### config.mk
export PLATFORM = sky130hd
export DESIGN_NAME = prog_bus_if
export DESIGN_NICKNAME = d
export VERILOG_FILES = /design/src/rtl/pbus_pkg.sv /design/src/rtl/pbus_ctrl.sv /design/src/rtl/pbus_pins.sv /design/src/rtl/pbus_rdasm.sv /design/src/rtl/prog_bus_if.sv
export SDC_FILE = /design/constraint.sdc
export NUM_CORES = 1
export LEC_CHECK = 0
export ABC_AREA = 1
export BUFFER_PORTS_ARGS = -buffer_cell sky130_fd_sc_hd__buf_4
export CAP_MARGIN = 20
export CORE_ASPECT_RATIO = 0.7
export CORE_MARGIN = 10
export CORE_UTILIZATION = 40
export DETAILED_ROUTE_END_ITERATION = 10
export SETUP_SLACK_MARGIN = 0.1
export SYNTH_ARGS = -nofsm -noshare
export SYNTH_HDL_FRONTEND = slang
export SYNTH_SLANG_ARGS = --single-unit
### constraint.sdc
create_clock -name clk -period 1.4 [get_ports clk]
set_input_delay 0.07 -clock clk [delete_from_list [all_inputs] [get_ports clk]]
set_output_delay 0.07 -clock clk [all_outputs]
set_load 0.02 [all_outputs]
### src/rtl/pbus_pkg.sv
package pbus_pkg;

  typedef enum logic [1:0] {
    ST_IDLE = 2'd0,
    ST_ACT  = 2'd1,
    ST_HOLD = 2'd2
  } pbus_state_e;

endpackage

### src/rtl/pbus_ctrl.sv
module pbus_ctrl
  import pbus_pkg::*;
(
  input  logic        clk,
  input  logic        rst_n,
  input  logic        req_fire,
  input  logic        word_q,
  input  logic        mem_wait,
  output pbus_state_e state_o,
  output logic        second_o,
  output logic        end_xfer_o,
  output logic        last_xfer_o
);

  pbus_state_e state;
  logic        second;

  assign last_xfer_o = !word_q || second;
  assign end_xfer_o  = (state == ST_HOLD) && !mem_wait;
  assign state_o     = state;
  assign second_o    = second;

  always_ff @(posedge clk or negedge rst_n) begin
    if (!rst_n) begin
      state  <= ST_IDLE;
      second <= 1'b0;
    end else begin
      case (state)
        ST_IDLE: begin
          if (req_fire) begin
            state  <= ST_ACT;
            second <= 1'b0;
          end
        end
        ST_ACT:  state <= ST_HOLD;
        ST_HOLD: begin
          if (!mem_wait) begin
            if (last_xfer_o) begin
              state  <= ST_IDLE;
              second <= 1'b0;
            end else begin
              state  <= ST_ACT;
              second <= 1'b1;
            end
          end
        end
        default: state <= ST_IDLE;
      endcase
    end
  end

  // a transfer always spends a clock in the strobe-open phase first
  p_act_leads_hold_r8: assert property (@(posedge clk) disable iff (!rst_n)
    (state == ST_ACT) |=> (state == ST_HOLD));

endmodule

### src/rtl/pbus_pins.sv
module pbus_pins
  import pbus_pkg::*;
#(
  parameter int ADDR_W = 18,
  parameter int DATA_W = 16,
  parameter int NUM_CS = 2,
  localparam int CS_W  = (NUM_CS > 1) ? $clog2(NUM_CS) : 1,
  localparam int WORD_W = 2 * DATA_W
) (
  input  logic              clk,
  input  logic              rst_n,
  input  logic              req_fire,
  input  logic              req_write,
  input  logic              req_word,
  input  logic [CS_W-1:0]   req_cs,
  input  logic [ADDR_W-1:0] req_addr,
  input  logic [WORD_W-1:0] req_wdata,
  input  pbus_state_e       state,
  input  logic              second,
  input  logic              mem_wait,
  output logic              write_q,
  output logic              word_q,
  output logic [ADDR_W-1:0] mem_addr,
  output logic [NUM_CS-1:0] mem_cs_n,
  output logic              mem_rd_n,
  output logic              mem_wr_n,
  output logic [DATA_W-1:0] mem_dout,
  output logic              mem_doe
);

  logic [ADDR_W-1:0] addr_q;
  logic [CS_W-1:0]   cs_q;
  logic [WORD_W-1:0] wdata_q;
  logic              active;
  logic              upper_sel;

  always_ff @(posedge clk or negedge rst_n) begin
    if (!rst_n) begin
      addr_q  <= '0;
      cs_q    <= '0;
      wdata_q <= '0;
      write_q <= 1'b0;
      word_q  <= 1'b0;
    end else if (req_fire) begin
      addr_q  <= req_addr;
      cs_q    <= req_cs;
      wdata_q <= req_wdata;
      write_q <= req_write;
      word_q  <= req_word;
    end
  end

  assign active = (state != ST_IDLE);

  // reads fetch the upper half first, writes store the lower half first
  always_comb begin
    if (word_q) upper_sel = write_q ? second : !second;
    else        upper_sel = 1'b0;
  end

  assign mem_addr = word_q ? {addr_q[ADDR_W-1:1], upper_sel} : addr_q;
  assign mem_rd_n = !(active && !write_q);
  assign mem_wr_n = !(active && write_q);
  assign mem_doe  = active && write_q;
  assign mem_dout = upper_sel ? wdata_q[WORD_W-1:DATA_W] : wdata_q[DATA_W-1:0];

  for (genvar g = 0; g < NUM_CS; g++) begin : g_cs
    assign mem_cs_n[g] = !(active && (cs_q == CS_W'(g)));
  end

  p_one_cs_r3: assert property (@(posedge clk) disable iff (!rst_n)
    (!mem_rd_n || !mem_wr_n) |-> ($countones(~mem_cs_n) == 1));
  p_no_cs_idle_r3: assert property (@(posedge clk) disable iff (!rst_n)
    (mem_rd_n && mem_wr_n) |-> (mem_cs_n == '1));
  p_wait_steady_r8: assert property (@(posedge clk) disable iff (!rst_n)
    ((state == ST_HOLD) && mem_wait) |=>
      ($stable(mem_addr) && $stable(mem_cs_n) && $stable(mem_rd_n) && $stable(mem_wr_n)));
  p_oe_in_write_r9: assert property (@(posedge clk) disable iff (!rst_n)
    mem_doe |-> !mem_wr_n);
  p_strobe_excl_r9: assert property (@(posedge clk) disable iff (!rst_n)
    !(!mem_rd_n && !mem_wr_n));

endmodule

### src/rtl/pbus_rdasm.sv
module pbus_rdasm #(
  parameter int DATA_W = 16,
  localparam int WORD_W = 2 * DATA_W
) (
  input  logic              clk,
  input  logic              rst_n,
  input  logic              end_xfer,
  input  logic              last_xfer,
  input  logic              write_q,
  input  logic              word_q,
  input  logic [DATA_W-1:0] mem_din,
  output logic              rsp_valid,
  output logic [WORD_W-1:0] rsp_rdata
);

  logic [DATA_W-1:0] hi_q;

  always_ff @(posedge clk or negedge rst_n) begin
    if (!rst_n) begin
      hi_q      <= '0;
      rsp_valid <= 1'b0;
      rsp_rdata <= '0;
    end else begin
      rsp_valid <= end_xfer && last_xfer;
      if (end_xfer && !last_xfer && !write_q) hi_q <= mem_din;
      if (end_xfer && last_xfer) begin
        if (write_q)     rsp_rdata <= '0;
        else if (word_q) rsp_rdata <= {hi_q, mem_din};
        else             rsp_rdata <= {{DATA_W{1'b0}}, mem_din};
      end
    end
  end

  p_rsp_pulse_r10: assert property (@(posedge clk) disable iff (!rst_n)
    rsp_valid |=> !rsp_valid);

endmodule

### src/rtl/prog_bus_if.sv
module prog_bus_if
  import pbus_pkg::*;
#(
  parameter int ADDR_W = 18,
  parameter int DATA_W = 16,
  parameter int NUM_CS = 2,
  localparam int CS_W  = (NUM_CS > 1) ? $clog2(NUM_CS) : 1,
  localparam int WORD_W = 2 * DATA_W
) (
  input  logic              clk,
  input  logic              rst_n,
  input  logic              req_valid,
  output logic              req_ready,
  input  logic              req_write,
  input  logic              req_word,
  input  logic [CS_W-1:0]   req_cs,
  input  logic [ADDR_W-1:0] req_addr,
  input  logic [WORD_W-1:0] req_wdata,
  output logic              rsp_valid,
  output logic [WORD_W-1:0] rsp_rdata,
  output logic [ADDR_W-1:0] mem_addr,
  output logic [NUM_CS-1:0] mem_cs_n,
  output logic              mem_rd_n,
  output logic              mem_wr_n,
  input  logic              mem_wait,
  output logic [DATA_W-1:0] mem_dout,
  output logic              mem_doe,
  input  logic [DATA_W-1:0] mem_din
);

  pbus_state_e state;
  logic        second;
  logic        end_xfer;
  logic        last_xfer;
  logic        write_q;
  logic        word_q;
  logic        req_fire;

  assign req_ready = (state == ST_IDLE);
  assign req_fire  = req_valid && req_ready;

  pbus_ctrl u_ctrl (
    .clk         (clk),
    .rst_n       (rst_n),
    .req_fire    (req_fire),
    .word_q      (word_q),
    .mem_wait    (mem_wait),
    .state_o     (state),
    .second_o    (second),
    .end_xfer_o  (end_xfer),
    .last_xfer_o (last_xfer)
  );

  pbus_pins #(.ADDR_W(ADDR_W), .DATA_W(DATA_W), .NUM_CS(NUM_CS)) u_pins (
    .clk       (clk),
    .rst_n     (rst_n),
    .req_fire  (req_fire),
    .req_write (req_write),
    .req_word  (req_word),
    .req_cs    (req_cs),
    .req_addr  (req_addr),
    .req_wdata (req_wdata),
    .state     (state),
    .second    (second),
    .mem_wait  (mem_wait),
    .write_q   (write_q),
    .word_q    (word_q),
    .mem_addr  (mem_addr),
    .mem_cs_n  (mem_cs_n),
    .mem_rd_n  (mem_rd_n),
    .mem_wr_n  (mem_wr_n),
    .mem_dout  (mem_dout),
    .mem_doe   (mem_doe)
  );

  pbus_rdasm #(.DATA_W(DATA_W)) u_rdasm (
    .clk       (clk),
    .rst_n     (rst_n),
    .end_xfer  (end_xfer),
    .last_xfer (last_xfer),
    .write_q   (write_q),
    .word_q    (word_q),
    .mem_din   (mem_din),
    .rsp_valid (rsp_valid),
    .rsp_rdata (rsp_rdata)
  );

  p_ready_quiet_r2: assert property (@(posedge clk) disable iff (!rst_n)
    req_ready |-> (mem_rd_n && mem_wr_n));
  p_ack_when_ready_r2: assert property (@(posedge clk) disable iff (!rst_n)
    rsp_valid |-> req_ready);

endmodule

Word-level counts from Yosys, hierarchy flattened. Index checks and enable logic that the tools add are counted.

Word-level logic and storage cells: 53. Bits in read-only memories: 0. Memory bits (writable): 0. Output and inout bits: 73. Memories: 0. Bits in latches: 0. Flip-flop bits (word level): 105. Input bits: 73.

Divide/modulo/power cells: 0. Magnitude comparators: 0. Shift-type cells: 0. Muxes and demuxes: 14. Add/sub/neg operators: 0. Bitwise logic cells: 1. $mul: 0. Equal/unequal tests: 4. Reduce and logical (&&, ||, !) cells: 24.

Operators with widths (number): $mux 32 (2); $mux 16 (1); $logic_and 1x1->1 (9); $logic_not 1->1 (9); $mux 1 (7); $pmux 2 s3 (1); $mux 2 (2); $reduce_bool 2->1 (2); $reduce_and 3->1 (1); $eq 2x1->1 const B (1); $eq 2x2->1 const B (1); $logic_not 2->1 (1); $ne 2x1->1 const B (1); $ne 2x2->1 const B (1); $pmux 1 s2 (1); $reduce_and 2->1 (1); $logic_or 1x1->1 (1); $not 1->1 (1).

Logic depth before layout (Yosys ltp).
Depth after elaboration: 5. Mapped depth: 7. Mapped depth without buffers: 6.

Cells and area by module. From an unflattened synthesis, not the netlist that was laid out.

Cells, all modules: 472. Area, all modules: 4730.8 um^2.

Modules (own cells, without submodules): pbus_pins (sequential area each 1326.3 um^2, area an instance 2442.3 um^2, cells each 198, instances 1); pbus_rdasm (sequential area each 1226.2 um^2, area an instance 2109.5 um^2, cells each 247, instances 1); pbus_ctrl (sequential area each 75.1 um^2, area an instance 151.4 um^2, cells each 21, instances 1); prog_bus_if (sequential area each 0.0 um^2, area an instance 27.5 um^2, cells each 6, instances 1).

Least setup slack after synthesis. No wires, ideal clock.

Path type: register -> output. From: register u_ctrl.state[1], in the netlist u_ctrl.state_o[1]. To: output port mem_cs_n[1]. Required time: 1.330 ns. Slack: 0.170 ns. Arrival time: 1.160 ns. Buffers on the path: 2. Cell stages (with the launch flop): 6. Cells stage by stage: dfrtp_1 nor2_1 buf_2 buf_2 inv_1 nand2_1.

Longest elaborated chain between the ends: 3.

Ends and longest elaborated chain: start, declared (RTL line pbus_ctrl.sv:15) `pbus_state_e state;`; start signal, assigned (RTL line pbus_ctrl.sv:25) `state <= ST_IDLE;`; start signal, assigned (RTL line pbus_ctrl.sv:31) `state <= ST_ACT;`; start signal, assigned (RTL line pbus_ctrl.sv:35) `ST_ACT: state <= ST_HOLD;`; $reduce_bool 2->1 (RTL line pbus_pins.sv:53) `assign active = (state != ST_IDLE);`; $logic_and 1x1->1 (RTL line pbus_pins.sv:68) `assign mem_cs_n[g] = !(active && (cs_q == CS_W'(g)));`; $logic_not 1->1 (RTL line pbus_pins.sv:68); end, declared (RTL line prog_bus_if.sv:22) `output logic [NUM_CS-1:0] mem_cs_n,`.

No other way between the ends.

Worst setup path after layout.
From: register u_ctrl.second, in the netlist u_ctrl.second_o. To: output port mem_dout[12].

Longest elaborated chain between the ends: 4.

Ends and longest elaborated chain: start, declared (RTL line pbus_ctrl.sv:16) `logic second;`; start signal, assigned (RTL line pbus_ctrl.sv:26) `second <= 1'b0;`; start signal, assigned (RTL line pbus_ctrl.sv:32) `second <= 1'b0;`; start signal, assigned (RTL line pbus_ctrl.sv:40) `second <= 1'b0;`; $logic_not 1->1 (RTL line pbus_pins.sv:57) `if (word_q) upper_sel = write_q ? second : !second;`; $mux 1 * (2 in series) (RTL line pbus_pins.sv:57); $mux 16 * (RTL line pbus_pins.sv:65) `assign mem_dout = upper_sel ? wdata_q[WORD_W-1:DATA_W] : wdata_q[DATA_W-1:0];`; end, declared (RTL line prog_bus_if.sv:26) `output logic [DATA_W-1:0] mem_dout,`.

Every way passes the cells marked *; elsewhere a longest branch is shown, timed or not.

==> results.cfg <==
[timing]
fin_crit_ns = 1.62
setup_viol = 38
setup_slack_ns = -0.217
relSlewSlack_pct = 71.4
finalSetupTns_ns = -4.38
hold_viol = 0
finClkSkew_ns = 0.00671
worstMarginPinSlew_ns = 0.429
period_share_pct = 116
drv_slew = 0
fmax_ghz = 0.618
rsz0062_at_grt = true

[final_layout]
layout-drive-gt1-share_pct = 40.5
area_delta_synth_final_pct = 68.5
instances_no_fill = 997
diodes = 0
nFillCells = 888
fin_util_pct = 69.8
fin_nets = 908

[route]
vias = 4968
wl_um = 17700
drc = 0
drt-pass1-iter-count = 5
ant_nets = 0
via_per_inst = 4.98
wire_per_inst_um = 17.8
drt-initial-drc-count = 337

[setup_path]
crit_path_max_fanout = 8
worstSetupEndpointType = output port
r2r-start = u_ctrl.second_o$_DFFE_PN0P_
critPathArrivalTime_ns = 1.55
critPathRequiredTime_ns = 1.33
critPathKind = flop to output port
rrSetupSlack_ns = -0.14
r2r-end = u_rdasm.hi_q[15]$_DFFE_PN0P_
cp-startpoint = u_ctrl.second_o$_DFFE_PN0P_
reg2reg_depth = 8
start_kind = flop

[grt]
grt_usage_pct = 18.8
use_met1_pct = 25.1
grt_pass1_wl_um = 26500
overflow = 0
grtUsageMet3_pct = 4.39
grt_max_degree = 49
grt_busiest_layer = met2
antenna_found_initial = 0
use_met2_pct = 30.1
grt_pass1_vias = 4832

[clocking]
worstSkewPairLatency_ns = 0.35
clk_pin_slew_ns = 0.07
clockRootBuffer = clkbuf_16
clock_path_buffers = 2
clock_sinks = 105
htreeDepth = 3
cts_tree = built
cts_buffers = 9

[power]
ir_worst_vdd_mv = 1.30
finalPower_mw = 17.6
leakage_nw = 4.60
power.density_nw_per_um2 = 2130

[placement]
dp_cells = 872
hpwl_um = 10400
routabilityCongestion = 0.831
place_ws_ns = 0.0195
port-buffer-count = 145

[job]
drv_cap = 0

[die]
fp.dieW_um = 152
fp.coreArea_um2 = 11900
dieArea_um2 = 17200
start_util_pct = 41.4
num_io_pins = 146
die_h_um = 113
rows = 33

[logic_synthesis]
yosys_warnings = 0
ys_ff_latch = 105
synth_area_um2 = 4910
ys_seq_area_share_pct = 53.5
synth_edf_count = 0
avgSynthCellArea_um2 = 8.08
yosys-top-cells-area = dfrtp_1, nand2_1, nand3_1
synth_fp_nets = 680
synth_top_area_share_pct = 53.5
netlist_instances = 607
ys_types = 22
yosysMostFrequentCell = nand2_1
synthFlopType = dfrtp_1
yosys.area.top_type = dfrtp_1
synth_common_cells = nand2_1, dfrtp_1, nand3_1
async_reset_ff_share_pct = 100

[min_path]
min_path_cells = 3
whs_endpoint = u_pins.wdata_q[15]$_DFFE_PN0P_
hold_path_class = input port to flop
min_from = req_valid

[status]
violations = negative setup slack
status = complete, but fails checks
==> per-layer routing <==
| metal | part of all wire, % | wire [um] |
|---|---|---|
| met1 | 43 | 7680 |
| met2 | 49 | 8610 |
| met3 | 6.7 | 1180 |
| met4 | 1.5 | 264 |
| met5 | 0 | 0 |
==> layout by cell type, fill, tap and decap left out, types with 16 or more instances in the layout <==
cell type and count:
inv_1 19, nand2_2 49, buf_4 143, nand2_1 210, nand2_4 30, dlygate4sd3_1 70, nand4_1 16, buf_6 33
buf_12 17, nor2_1 34, nand3_2 17, dfrtp_1 102, nand3_1 44
==> where the power goes <==
group	leakage (nW)	total, mW	internal [mW]	switching (mW)
Clock	0.135	2.43	1.23	1.20
Combinational	3.12	10.0	4.49	5.54
Sequential	1.34	5.17	4.29	0.880
Total	4.60	17.6	10.0	7.62
==> flip-flops by register name (all words and copies together) (netlist names) <==
signal	flops
u_rdasm.rsp_rdata	32
u_ctrl.state_o	2
u_pins.addr_q	18
u_ctrl.second_o	1
u_pins.write_q	1
u_pins.cs_q	1
u_rdasm.hi_q	16
u_pins.word_q	1
u_pins.wdata_q	32
u_rdasm.rsp_valid	1
==> worst max path at each step <==
stage	end	slack [ns]	cells after the start
global placement	u_rdasm.rsp_rdata[17]$_DFFE_PN0P_	0.09	6
CTS	mem_dout[6]	-0.12	6
floorplan	mem_cs_n[1]	0.17	5
detailed placement	u_rdasm.rsp_rdata[25]$_DFFE_PN0P_	0.02	6
finish	mem_dout[12]	-0.22	6
global route	mem_dout[12]	-0.28	6
==> area by class of cell <==
class / count / area [um2] / share of cell area (%)
Clock buffer: 10 / 229 / 2.77
Clock inverter: 6 / 50.0 / 0.605
Inverter: 25 / 104 / 1.26
Multi-Input combinational cell: 424 / 2410 / 29.2
Sequential cell: 105 / 2630 / 31.8
Tap cell: 157 / 196 / 2.38
Timing Repair Buffer: 270 / 2650 / 32.0
==> what timing repair did <==
| action | in CTS | in global routing |
|---|---|---|
| setup endpoints to repair | 55 | 106 |
| cloned | 6 | 3 |
| buffers inserted | 23 | 11 |
| resized for setup | 105 | 108 |
| pin swaps | 38 | 48 |
| hold endpoints to repair | 85 | 10 |
| hold buffers | 60 | 10 |
==> kinds of logic after synthesis <==
family	count (synthesis)	synth area share, %
and+or+nand+nor	417	36.5
DFF	105	53.5
AOI/OAI and AO/OA	5	0.561
buffers and inverters	80	9.41
==> per-stage QoR <==
| stage | hold WS [ns] | instance area [um2] |
|---|---|---|
| global route | 0.0379 | 8270 |
| global placement | 0.0381 | 6040 |
| detailed placement | 0.0402 | 6040 |
| CTS | 0.000115 | 7650 |
| floorplan | -0.226 | 4910 |
| finish | 0.0462 | 8270 |
==> worst max-delay path: stages, from the launching register on <==
cell,delay (ns)
dfrtp_1,0.43
inv_2,0.09
nand2_4,0.14
clkbuf_16,0.17
nand4_1,0.11
nand2_1,0.14
buf_6,0.13
Note: power is estimated with default switching activity, not from simulation.
